$ cat config.mk
export PLATFORM = sky130hd
export DESIGN_NAME = eye_margin_scanner
export DESIGN_NICKNAME = d
export VERILOG_FILES = /design/src/rtl/ems_pkg.sv /design/src/rtl/ems_settle_timer.sv /design/src/rtl/ems_tap_to_ps.sv /design/src/rtl/ems_result_ram.sv /design/src/rtl/eye_margin_scanner.sv
export SDC_FILE = /design/constraint.sdc
export NUM_CORES = 1
export LEC_CHECK = 0
export ABC_AREA = 1
export ABC_CLOCK_PERIOD_IN_PS = 12600
export BUFFER_PORTS_ARGS = -buffer_cell sky130_fd_sc_hd__buf_2
export CORE_UTILIZATION = 56
export CTS_BUF_LIST = sky130_fd_sc_hd__clkbuf_16
export DETAILED_ROUTE_END_ITERATION = 10
export PLACE_DENSITY = 0.8
export SETUP_SLACK_MARGIN = 0.02
export SLEW_MARGIN = 20
export SYNTH_ARGS = -nofsm -noshare
export SYNTH_HDL_FRONTEND = slang
export SYNTH_SLANG_ARGS = --single-unit
$ cat constraint.sdc
create_clock -name clk -period 12.6 [get_ports clk]
set_input_delay 0.63 -clock clk [delete_from_list [all_inputs] [get_ports clk]]
set_output_delay 0.63 -clock clk [all_outputs]
set_load 0.05 [all_outputs]
$ cat src/rtl/ems_pkg.sv
package ems_pkg;

    typedef enum logic [3:0] {
        S_IDLE,
        S_STEP_A,
        S_WAIT_A,
        S_BACK_A,
        S_CLEAR_A,
        S_STEP_B,
        S_WAIT_B,
        S_BACK_B,
        S_CLEAR_B,
        S_STORE,
        S_FINISH
    } scan_state_e;

endpackage

$ cat src/rtl/ems_settle_timer.sv
module ems_settle_timer #(
    parameter int W = 4
) (
    input  logic         clk,
    input  logic         rst_n,
    input  logic         load_i,
    input  logic [W-1:0] value_i,
    output logic         expired_o
);

    logic [W-1:0] cnt_q;

    always_ff @(posedge clk) begin
        if (!rst_n) begin
            cnt_q <= '0;
        end else if (load_i) begin
            cnt_q <= value_i;
        end else if (cnt_q != '0) begin
            cnt_q <= cnt_q - 1'b1;
        end
    end

    assign expired_o = (cnt_q == '0);

endmodule

$ cat src/rtl/ems_tap_to_ps.sv
module ems_tap_to_ps #(
    parameter int TOT_W     = 7,
    parameter int PERIOD_PS = 2500,
    parameter int PS_W      = 12
) (
    input  logic [TOT_W-1:0] taps_i,
    output logic [PS_W-1:0]  ps_o
);

    localparam int PROD_W = PS_W + 7;

    logic [PROD_W-1:0] prod;

    // one tap is a 128th of the clock period: multiply, then drop 7 bits
    assign prod = PROD_W'(taps_i) * PROD_W'(PERIOD_PS);
    assign ps_o = prod[PROD_W-1:7];

endmodule

$ cat src/rtl/ems_result_ram.sv
module ems_result_ram #(
    parameter int DEPTH  = 4,
    parameter int ADDR_W = 2,
    parameter int DATA_W = 20
) (
    input  logic              clk,
    input  logic              rst_n,
    input  logic              we_i,
    input  logic [ADDR_W-1:0] waddr_i,
    input  logic [DATA_W-1:0] wdata_i,
    input  logic [ADDR_W-1:0] raddr_i,
    output logic [DATA_W-1:0] rdata_o
);

    logic [DATA_W-1:0] mem_q [DEPTH];

    always_ff @(posedge clk) begin
        if (!rst_n) begin
            for (int i = 0; i < DEPTH; i++) begin
                mem_q[i] <= '0;
            end
        end else if (we_i && (int'(waddr_i) < DEPTH)) begin
            mem_q[waddr_i] <= wdata_i;
        end
    end

    always_ff @(posedge clk) begin
        if (!rst_n) begin
            rdata_o <= '0;
        end else if (int'(raddr_i) < DEPTH) begin
            rdata_o <= mem_q[raddr_i];
        end else begin
            rdata_o <= '0;
        end
    end

endmodule

$ cat src/rtl/eye_margin_scanner.sv
module eye_margin_scanner
    import ems_pkg::*;
#(
    parameter int NUM_GROUPS    = 4,
    parameter int MAX_TAPS      = 63,
    parameter int CLK_PERIOD_PS = 2500,
    parameter int SETTLE_W      = 4,
    localparam int GRP_W  = (NUM_GROUPS > 1) ? $clog2(NUM_GROUPS) : 1,
    localparam int TAP_W  = $clog2(MAX_TAPS + 1),
    localparam int TOT_W  = TAP_W + 1,
    localparam int PER_W  = $clog2(CLK_PERIOD_PS + 1),
    localparam int PS_W   = TOT_W + PER_W - 7
) (
    input  logic                clk,
    input  logic                rst_n,
    input  logic                start_i,
    input  logic [SETTLE_W-1:0] settle_i,
    input  logic                cmp_err_i,
    output logic                tap_inc_o,
    output logic                tap_dec_o,
    output logic                err_clr_o,
    output logic [GRP_W-1:0]    scan_grp_o,
    output logic                busy_o,
    output logic                done_o,
    output logic                cal_tap_valid_o,
    input  logic [GRP_W-1:0]    rd_sel_i,
    output logic [TOT_W-1:0]    rd_taps_o,
    output logic [PS_W-1:0]     rd_ps_o,
    output logic                rd_timeout_o
);

    localparam int ENTRY_W = 1 + TOT_W + PS_W;
    localparam logic [TAP_W-1:0] TAP_LIMIT = TAP_W'(MAX_TAPS);
    localparam logic [GRP_W-1:0] LAST_GRP  = GRP_W'(NUM_GROUPS - 1);

    scan_state_e state_q, state_d;

    logic [TAP_W-1:0]    cnt_a_q, cnt_b_q, ret_q;
    logic                to_a_q, to_b_q;
    logic [GRP_W-1:0]    grp_q;
    logic [SETTLE_W-1:0] settle_q;
    logic                settle_load, settle_done;
    logic [TOT_W-1:0]    total;
    logic [PS_W-1:0]     total_ps;
    logic                store_we;
    logic [ENTRY_W-1:0]  wr_entry, rd_entry;

    ems_settle_timer #(
        .W (SETTLE_W)
    ) u_settle (
        .clk       (clk),
        .rst_n     (rst_n),
        .load_i    (settle_load),
        .value_i   (settle_q),
        .expired_o (settle_done)
    );

    ems_tap_to_ps #(
        .TOT_W     (TOT_W),
        .PERIOD_PS (CLK_PERIOD_PS),
        .PS_W      (PS_W)
    ) u_conv (
        .taps_i (total),
        .ps_o   (total_ps)
    );

    ems_result_ram #(
        .DEPTH  (NUM_GROUPS),
        .ADDR_W (GRP_W),
        .DATA_W (ENTRY_W)
    ) u_ram (
        .clk     (clk),
        .rst_n   (rst_n),
        .we_i    (store_we),
        .waddr_i (grp_q),
        .wdata_i (wr_entry),
        .raddr_i (rd_sel_i),
        .rdata_o (rd_entry)
    );

    assign total    = TOT_W'(cnt_a_q) + TOT_W'(cnt_b_q);
    assign wr_entry = {to_a_q | to_b_q, total, total_ps};
    assign {rd_timeout_o, rd_taps_o, rd_ps_o} = rd_entry;

    // state register
    always_ff @(posedge clk) begin
        if (!rst_n) begin
            state_q <= S_IDLE;
        end else begin
            state_q <= state_d;
        end
    end

    // next-state logic
    always_comb begin
        state_d = state_q;
        unique case (state_q)
            S_IDLE:    if (start_i) state_d = S_STEP_A;
            S_STEP_A:  state_d = S_WAIT_A;
            S_WAIT_A: begin
                if (settle_done) begin
                    if (cmp_err_i || (cnt_a_q == TAP_LIMIT)) state_d = S_BACK_A;
                    else                                     state_d = S_STEP_A;
                end
            end
            S_BACK_A:  if (ret_q == TAP_W'(1)) state_d = S_CLEAR_A;
            S_CLEAR_A: state_d = S_STEP_B;
            S_STEP_B:  state_d = S_WAIT_B;
            S_WAIT_B: begin
                if (settle_done) begin
                    if (cmp_err_i || (cnt_b_q == TAP_LIMIT)) state_d = S_BACK_B;
                    else                                     state_d = S_STEP_B;
                end
            end
            S_BACK_B:  if (ret_q == TAP_W'(1)) state_d = S_CLEAR_B;
            S_CLEAR_B: state_d = S_STORE;
            S_STORE:   state_d = (grp_q == LAST_GRP) ? S_FINISH : S_STEP_A;
            S_FINISH:  state_d = S_IDLE;
            default:   state_d = S_IDLE;
        endcase
    end

    // counters, flags and group index
    always_ff @(posedge clk) begin
        if (!rst_n) begin
            cnt_a_q  <= '0;
            cnt_b_q  <= '0;
            ret_q    <= '0;
            to_a_q   <= 1'b0;
            to_b_q   <= 1'b0;
            grp_q    <= '0;
            settle_q <= '0;
        end else begin
            unique case (state_q)
                S_IDLE: begin
                    if (start_i) begin
                        cnt_a_q  <= '0;
                        cnt_b_q  <= '0;
                        to_a_q   <= 1'b0;
                        to_b_q   <= 1'b0;
                        grp_q    <= '0;
                        settle_q <= settle_i;
                    end
                end
                S_STEP_A: cnt_a_q <= cnt_a_q + 1'b1;
                S_WAIT_A: begin
                    if (settle_done && (cmp_err_i || (cnt_a_q == TAP_LIMIT))) begin
                        ret_q  <= cnt_a_q;
                        to_a_q <= !cmp_err_i;
                    end
                end
                S_BACK_A: ret_q <= ret_q - 1'b1;
                S_STEP_B: cnt_b_q <= cnt_b_q + 1'b1;
                S_WAIT_B: begin
                    if (settle_done && (cmp_err_i || (cnt_b_q == TAP_LIMIT))) begin
                        ret_q  <= cnt_b_q;
                        to_b_q <= !cmp_err_i;
                    end
                end
                S_BACK_B: ret_q <= ret_q - 1'b1;
                S_STORE: begin
                    cnt_a_q <= '0;
                    cnt_b_q <= '0;
                    to_a_q  <= 1'b0;
                    to_b_q  <= 1'b0;
                    if (grp_q != LAST_GRP) grp_q <= grp_q + 1'b1;
                end
                default: ;
            endcase
        end
    end

    // outputs decoded from the state
    always_comb begin
        tap_inc_o       = 1'b0;
        tap_dec_o       = 1'b0;
        err_clr_o       = 1'b0;
        settle_load     = 1'b0;
        store_we        = 1'b0;
        done_o          = 1'b0;
        busy_o          = 1'b1;
        unique case (state_q)
            S_IDLE:    busy_o = 1'b0;
            S_STEP_A: begin
                tap_inc_o   = 1'b1;
                settle_load = 1'b1;
            end
            S_BACK_A:  tap_dec_o = 1'b1;
            S_CLEAR_A: err_clr_o = 1'b1;
            S_STEP_B: begin
                tap_dec_o   = 1'b1;
                settle_load = 1'b1;
            end
            S_BACK_B:  tap_inc_o = 1'b1;
            S_CLEAR_B: err_clr_o = 1'b1;
            S_STORE:   store_we  = 1'b1;
            S_FINISH:  done_o    = 1'b1;
            default: ;
        endcase
        cal_tap_valid_o = !busy_o;
    end

    assign scan_grp_o = grp_q;

endmodule

=== Word-level counts from Yosys, hierarchy flattened ===
Memory sizes are Yosys's and may differ from the RTL's. A register that Yosys moved wholly into a read port is not among the register bits.
Index checks and enable logic that the tools add are counted.

* Bits in registers: 34
* Bits in writable memories: 80
* Memories kept: 1

* $add $sub $neg: 6
* Multiply operators: 1
* Eq/ne operators: 23
* Mux-type cells: 39
* Bitwise operators: 1
* Reduce and logical (&&, ||, !) cells: 30

{| class="wikitable"
|+ Memory list
! memory !! words !! bits a word !! rd ports !! clocked after Yosys merged registers in !! wr ports !! RTL line !! RTL
|-
| u_ram.mem_q || 4 || 20 || 1 || 1 || 4 || ems_result_ram.sv:15 || <nowiki>logic [DATA_W-1:0] mem_q [DEPTH];</nowiki>
|}

{| class="wikitable"
|+ Operators by type and width
! cell !! number
|-
| $pmux 6 s3 || 3
|-
| $pmux 4 s10 || 1
|-
| $mux 4 || 8
|-
| $mux 20 || 1
|-
| $reduce_or 20->1 || 1
|-
| $mux 6 || 3
|-
| $ne 2x2->1 const B || 9
|-
| $mul 7x10->17 const B || 1
|-
| $eq 4x3->1 const B || 4
|-
| $mux 1 || 15
|-
| $reduce_bool 3->1 || 5
|-
| $add 6x1->6 const B || 2
|-
| $eq 4x4->1 const B || 3
|-
| $eq 6x6->1 const B || 2
|-
| $reduce_and 3->1 || 4
|-
| $mux 2 || 5
|-
| $reduce_or 2->1 || 5
|-
| $eq 4x2->1 const B || 2
|-
| $logic_not 4->1 || 2
|-
| $add 6x6->7 || 1
|-
| $eq 6x1->1 const B || 1
|-
| $pmux 1 s3 || 2
|-
| $reduce_and 2->1 || 3
|-
| $sub 6x1->6 const B || 1
|-
| 12 further kinds || 16
|}

=== Longest topological paths before layout ===
* Depth after elaboration: 7
* Mapped depth: 23

=== Hierarchy ===
A second synthesis with hierarchy kept.

* Cells, all modules: 978
* Area, all modules: 7790.0 µm²

{| class="wikitable"
|+ By module, submodules not included
! module !! instances !! cells each !! area an instance (µm²)
|-
| ems_result_ram || 1 || 459 || 4324.1
|-
| eye_margin_scanner || 1 || 315 || 2103.3
|-
| ems_tap_to_ps || 1 || 164 || 1114.8
|-
| ems_settle_timer || 1 || 40 || 247.7
|}

=== Worst setup path after synthesis ===
Ideal clock, no wire load.

* Kind: register to register
* Start point: register cnt_a_q[0]
* End point: memory u_ram.mem_q[3][6] (data pin)
* Setup time: 266 ps
* Arrival: 4379 ps
* Data required time: 12334 ps
* Setup slack: 7955 ps
* Stages on the path, launching flop included: 20
* Path buffers: 0
* Clock period less this slack: 4645 ps
* Path through: dfxtp_1 -> ha_1 -> fa_1 -> nand3_1 -> nand2_1 -> nand2_1 -> nand2_1 -> a21oi_1 -> inv_1 -> fa_1 -> fa_1 -> inv_1 -> ha_1 -> ha_1 -> ha_1 -> a21oi_1 -> nand2_1 -> a21oi_1 -> xor2_1 -> nor2_1

{| class="wikitable"
|+ RTL lines
! item !! RTL line !! RTL
|-
| start: declaration || eye_margin_scanner.sv:38 || <nowiki>logic [TAP_W-1:0] cnt_a_q, cnt_b_q, ret_q;</nowiki>
|-
| start signal: assignment || eye_margin_scanner.sv:145 || <nowiki>S_STEP_A: cnt_a_q <= cnt_a_q + 1'b1;</nowiki>
|-
| end: declaration || ems_result_ram.sv:15 ||
|}

==> impl_metrics.py <==
metrics = {
    "finish": {
        "seq_area_mm2": 0.00348,
        "multi_input_area_mm2": 0.00338,
        "nets": 968,
        "n_antenna_cell": 0,
        "instances_no_fill": 1086,
        "layout-drive-gt1-share_pct": 11.8,
        "area_growth_pct": 12.7,
        "num-fill-cells": 999,
    },
    "worst_setup_path": {
        "crit_path_max_incr_delay_ns": 0.57,
        "r2r_setup_slack_ns": 7.41,
        "required_ns": 12.76,
        "cp_slowest_cell": "fa_1",
        "path_buf_inv": 2,
        "reg2regPathDepth": 19,
        "worstReg2RegEnd": "u_ram.mem_q[3][6]",
        "arrival_ns": 5.35,
        "crit_family": "adder cells",
        "cp-start-kind": "flop",
        "cp_cell_sequence": "ha_1 > fa_1 > nand3_1 > nand2_1 > nand2_1 > nand2_1 > a21oi_1 > inv_1 > fa_1 > fa_1 > inv_1 > ha_1 > ha_1 > ha_1 > a21oi_1 > nand2_1 > a21oi_1 > xor2_1 > nor2_1",
        "worst-path-max-fanout": 6,
        "cp-startpoint": "cnt_a_q[0]",
        "r2r-start": "cnt_a_q[0]",
        "worstSetupPathType": "reg -> reg",
        "crit_path_end_kind": "flop",
    },
    "pwr": {
        "peakVddDrop_v": 0.0000949,
        "power_frac_seq_pct": 37.7,
        "power.net_switching_uw": 457,
        "p_comb_share_pct": 24.8,
        "leakage_uw": 0.00363,
        "finalPower_uw": 1380,
        "clock_power_share_pct": 37.4,
        "p_int_uw": 918,
        "power_density_mw_per_mm2": 167,
        "switching_share_pct": 33.2,
    },
    "sta": {
        "min_period_ns": 5.19,
        "setup_viol": 0,
        "fmax_ghz": 0.193,
        "finalCritPeriodShare_pct": 41.2,
        "hold_viol": 0,
        "tns_ns": 0,
        "rsz0062_at_grt": "no",
        "slew_viol_final": 0,
        "maxSlewHeadroom_pct": 27.1,
        "tightestPinTransition_ns": 1.09,
        "finClkSkew_ns": 0.0103,
    },
    "detailed_routing": {
        "vias": 5915,
        "dr_wl_met2_um": 7980,
        "wl_per_cell_um": 15.3,
        "drt_iter0_drc": 795,
        "wl_met3_um": 966,
        "ant_nets": 0,
        "wl_um": 16600,
        "first_pass_iters": 7,
        "post_drt_via_cell_ratio": 5.45,
        "drc_errors": 0,
        "topRoutingLayerUsed": "met4",
        "drt-met1-wl_um": 7230,
    },
    "yosys": {
        "ys_ff_latch": 134,
        "ys_top_cells_by_count": "nor2_1 (209), nand2_1 (126), edfxtp_1 (80)",
        "syn-num-nets": 936,
        "ys.flop_type": "edfxtp_1",
        "synth-edff-count": 80,
        "yosysMostFrequentCell": "nor2_1",
        "synth.area.top_cells": "edfxtp_1 (33%), dfxtp_1 (15%), nor2_1 (11%)",
        "syn-instance-count": 869,
        "seq_area_frac_synth_pct": 47.8,
        "async_flop_share_pct": 0,
        "synth_top_area_share_pct": 33.0,
        "synth.distinct_cells": 33,
        "syn_area_per_cell_um2": 8.39,
        "synth_largest_area_cell": "edfxtp_1",
        "yosys_warnings": 0,
        "syn_area_mm2": 0.00729,
    },
    "clock_network": {
        "path_clk_slew_ns": 0.06,
        "numClockSinks": 134,
        "h-tree-depth": 4,
        "clockBufferDepth": 2,
        "worst_skew_pair.late_latency_ns": 0.43,
        "cts_root_buf": "clkbuf_16",
        "cts-hold-fix-buffers": 0,
        "cts_resized": 0,
        "cts_tree": "built",
        "cts_setup_buffers": 0,
        "cts_inserted_buffers": 17,
    },
    "global_route": {
        "grt_pass1_wl_um": 27100,
        "grt_max_degree": 45,
        "grt_util_all_layers_pct": 26.7,
        "antenna_found_initial": 0,
        "first_global_vias": 5680,
        "grt_overflow_total": 0,
    },
    "placement": {
        "port_buffers": 37,
        "dp.cells": 1054,
        "gp_congestion": 0.917,
        "hpwl_um": 10900,
    },
    "die": {
        "pin_count": 38,
        "die_y_um": 116,
        "die_w_um": 116,
        "coreArea_mm2": 0.0127,
        "die_area_mm2": 0.0135,
        "rows": 41,
        "start_util_pct": 57.5,
    },
    "job": {
        "drv_cap": 0,
    },
    "run_status": {
        "outcome": "finished, final reports clean",
    },
    "min_path": {
        "min_from": "settle_q[2]",
        "whs_path_depth": 2,
        "whs_endpoint": "settle_q[2]",
        "hold_class": "reg -> reg",
    },
}
==> per-stage QoR <==
| stage | util [%] | cell area [µm²] | hold slack, ns | setup slack, ns |
|---|---|---|---|---|
| final | 64.8 | 8220 | 0.458 | 7.41 |
| after global routing | 64.8 | 8220 | 0.476 | 7.04 |
| after CTS | 64.8 | 8220 | 0.460 | 7.45 |
| after detailed placement | 60.0 | 7600 | 0.453 | 7.49 |
| after global placement | 60.0 | 7600 | 0.448 | 7.67 |
| after floorplan | - | 7290 | 0.437 | 7.96 |
==> cell families (layout without fill, tap and decap cells) <==
| kind of cell | Yosys count | in the layout | synth area share [%] |
|---|---|---|---|
| AO/OA/AOI/OAI | 127 | 127 | 9.20 |
| flip-flops | 134 | 134 | 47.8 |
| adder cells (fa/ha/maj) | 57 | 57 | 10.8 |
| buffers and inverters | 114 | 159 | 6.08 |
| AND/OR/NAND/NOR | 422 | 422 | 24.3 |
| XOR/XNOR | 15 | 15 | 1.80 |
==> sequential cells by signal, summed over array words and instances (netlist names) <==
name            flops
scan_grp_o          2
settle_q            4
to_b_q              1
u_ram.mem_q        80
u_ram.rdata_o      20
to_a_q              1
cnt_b_q             6
ret_q               6
u_settle.cnt_q      4
state_q             4
cnt_a_q             6
==> worst reg2reg max path, stage by stage (launching register included) <==
cell and delay (ns):
dfxtp_1 0.34, ha_1 0.25, fa_1 0.41, nand3_1 0.10
nand2_1 0.07, nand2_1 0.08, nand2_1 0.05, a21oi_1 0.41
inv_1 0.26, fa_1 0.57, fa_1 0.55, inv_1 0.04
ha_1 0.30, ha_1 0.32, ha_1 0.36, a21oi_1 0.21
nand2_1 0.10, a21oi_1 0.15, xor2_1 0.29, nor2_1 0.08
==> cell usage in the layout, fill, tap and decap left out, drive strengths merged, types with 2 or more instances in the layout <==
cell type,synthesis,routed
nor2,217,217
nand2,137,137
inv,89,89
edfxtp,80,80
a21oi,57,57
o21ai,57,57
dfxtp,54,54
ha,47,47
nand3,44,44
buf,5,38
clkbuf,20,17
fa,10,10
nand4,9,9
nor3,9,9
xnor2,8,8
clkinv,0,8
xor2,7,7
o21bai,5,5
or2,4,4
bufinv,0,4
a21o,3,3
clkinvlp,0,3
a31o,2,2
nand3b,2,2
==> routing by layer <==
layer / global-route usage, % / vias to the layer above
li1: - / 2923
met1: 33.2 / 2757
met2: 44.7 / 197
met3: 5.65 / 38
met4: 12.3 / 0
met5: 0 / -
==> power groups by stage <==
stage / logic [µW] / registers, µW / clock network (µW)
2_1_floorplan: 237 / 544 / 0
3_3_place_gp: 327 / 527 / 0
3_5_place_dp: 335 / 527 / 0
4_1_cts: 339 / 519 / 516
5_1_grt: 379 / 524 / 537
6_report: 342 / 519 / 515
==> final cells by class <==
class / instances / share of cell area, %
flip-flops and latches: 134 / 42.4
well taps: 172 / 2.62
inverters: 89 / 4.10
clock inverters: 15 / 2.27
multi-input cells: 621 / 41.1
repair buffers: 38 / 2.35
clock buffers: 17 / 5.18
==> worst max-delay path by stage <==
stage | depth (start not counted) | slack [ns] | endpoint
5_1_grt | 19 | 7.04 | u_ram.mem_q[1][6]
3_3_place_gp | 19 | 7.67 | u_ram.mem_q[1][6]
4_1_cts | 19 | 7.45 | u_ram.mem_q[3][6]
6_report | 19 | 7.41 | u_ram.mem_q[3][6]
3_5_place_dp | 19 | 7.49 | u_ram.mem_q[0][6]
2_1_floorplan | 19 | 7.96 | u_ram.mem_q[3][6]
(Power assumes the default switching activity.)
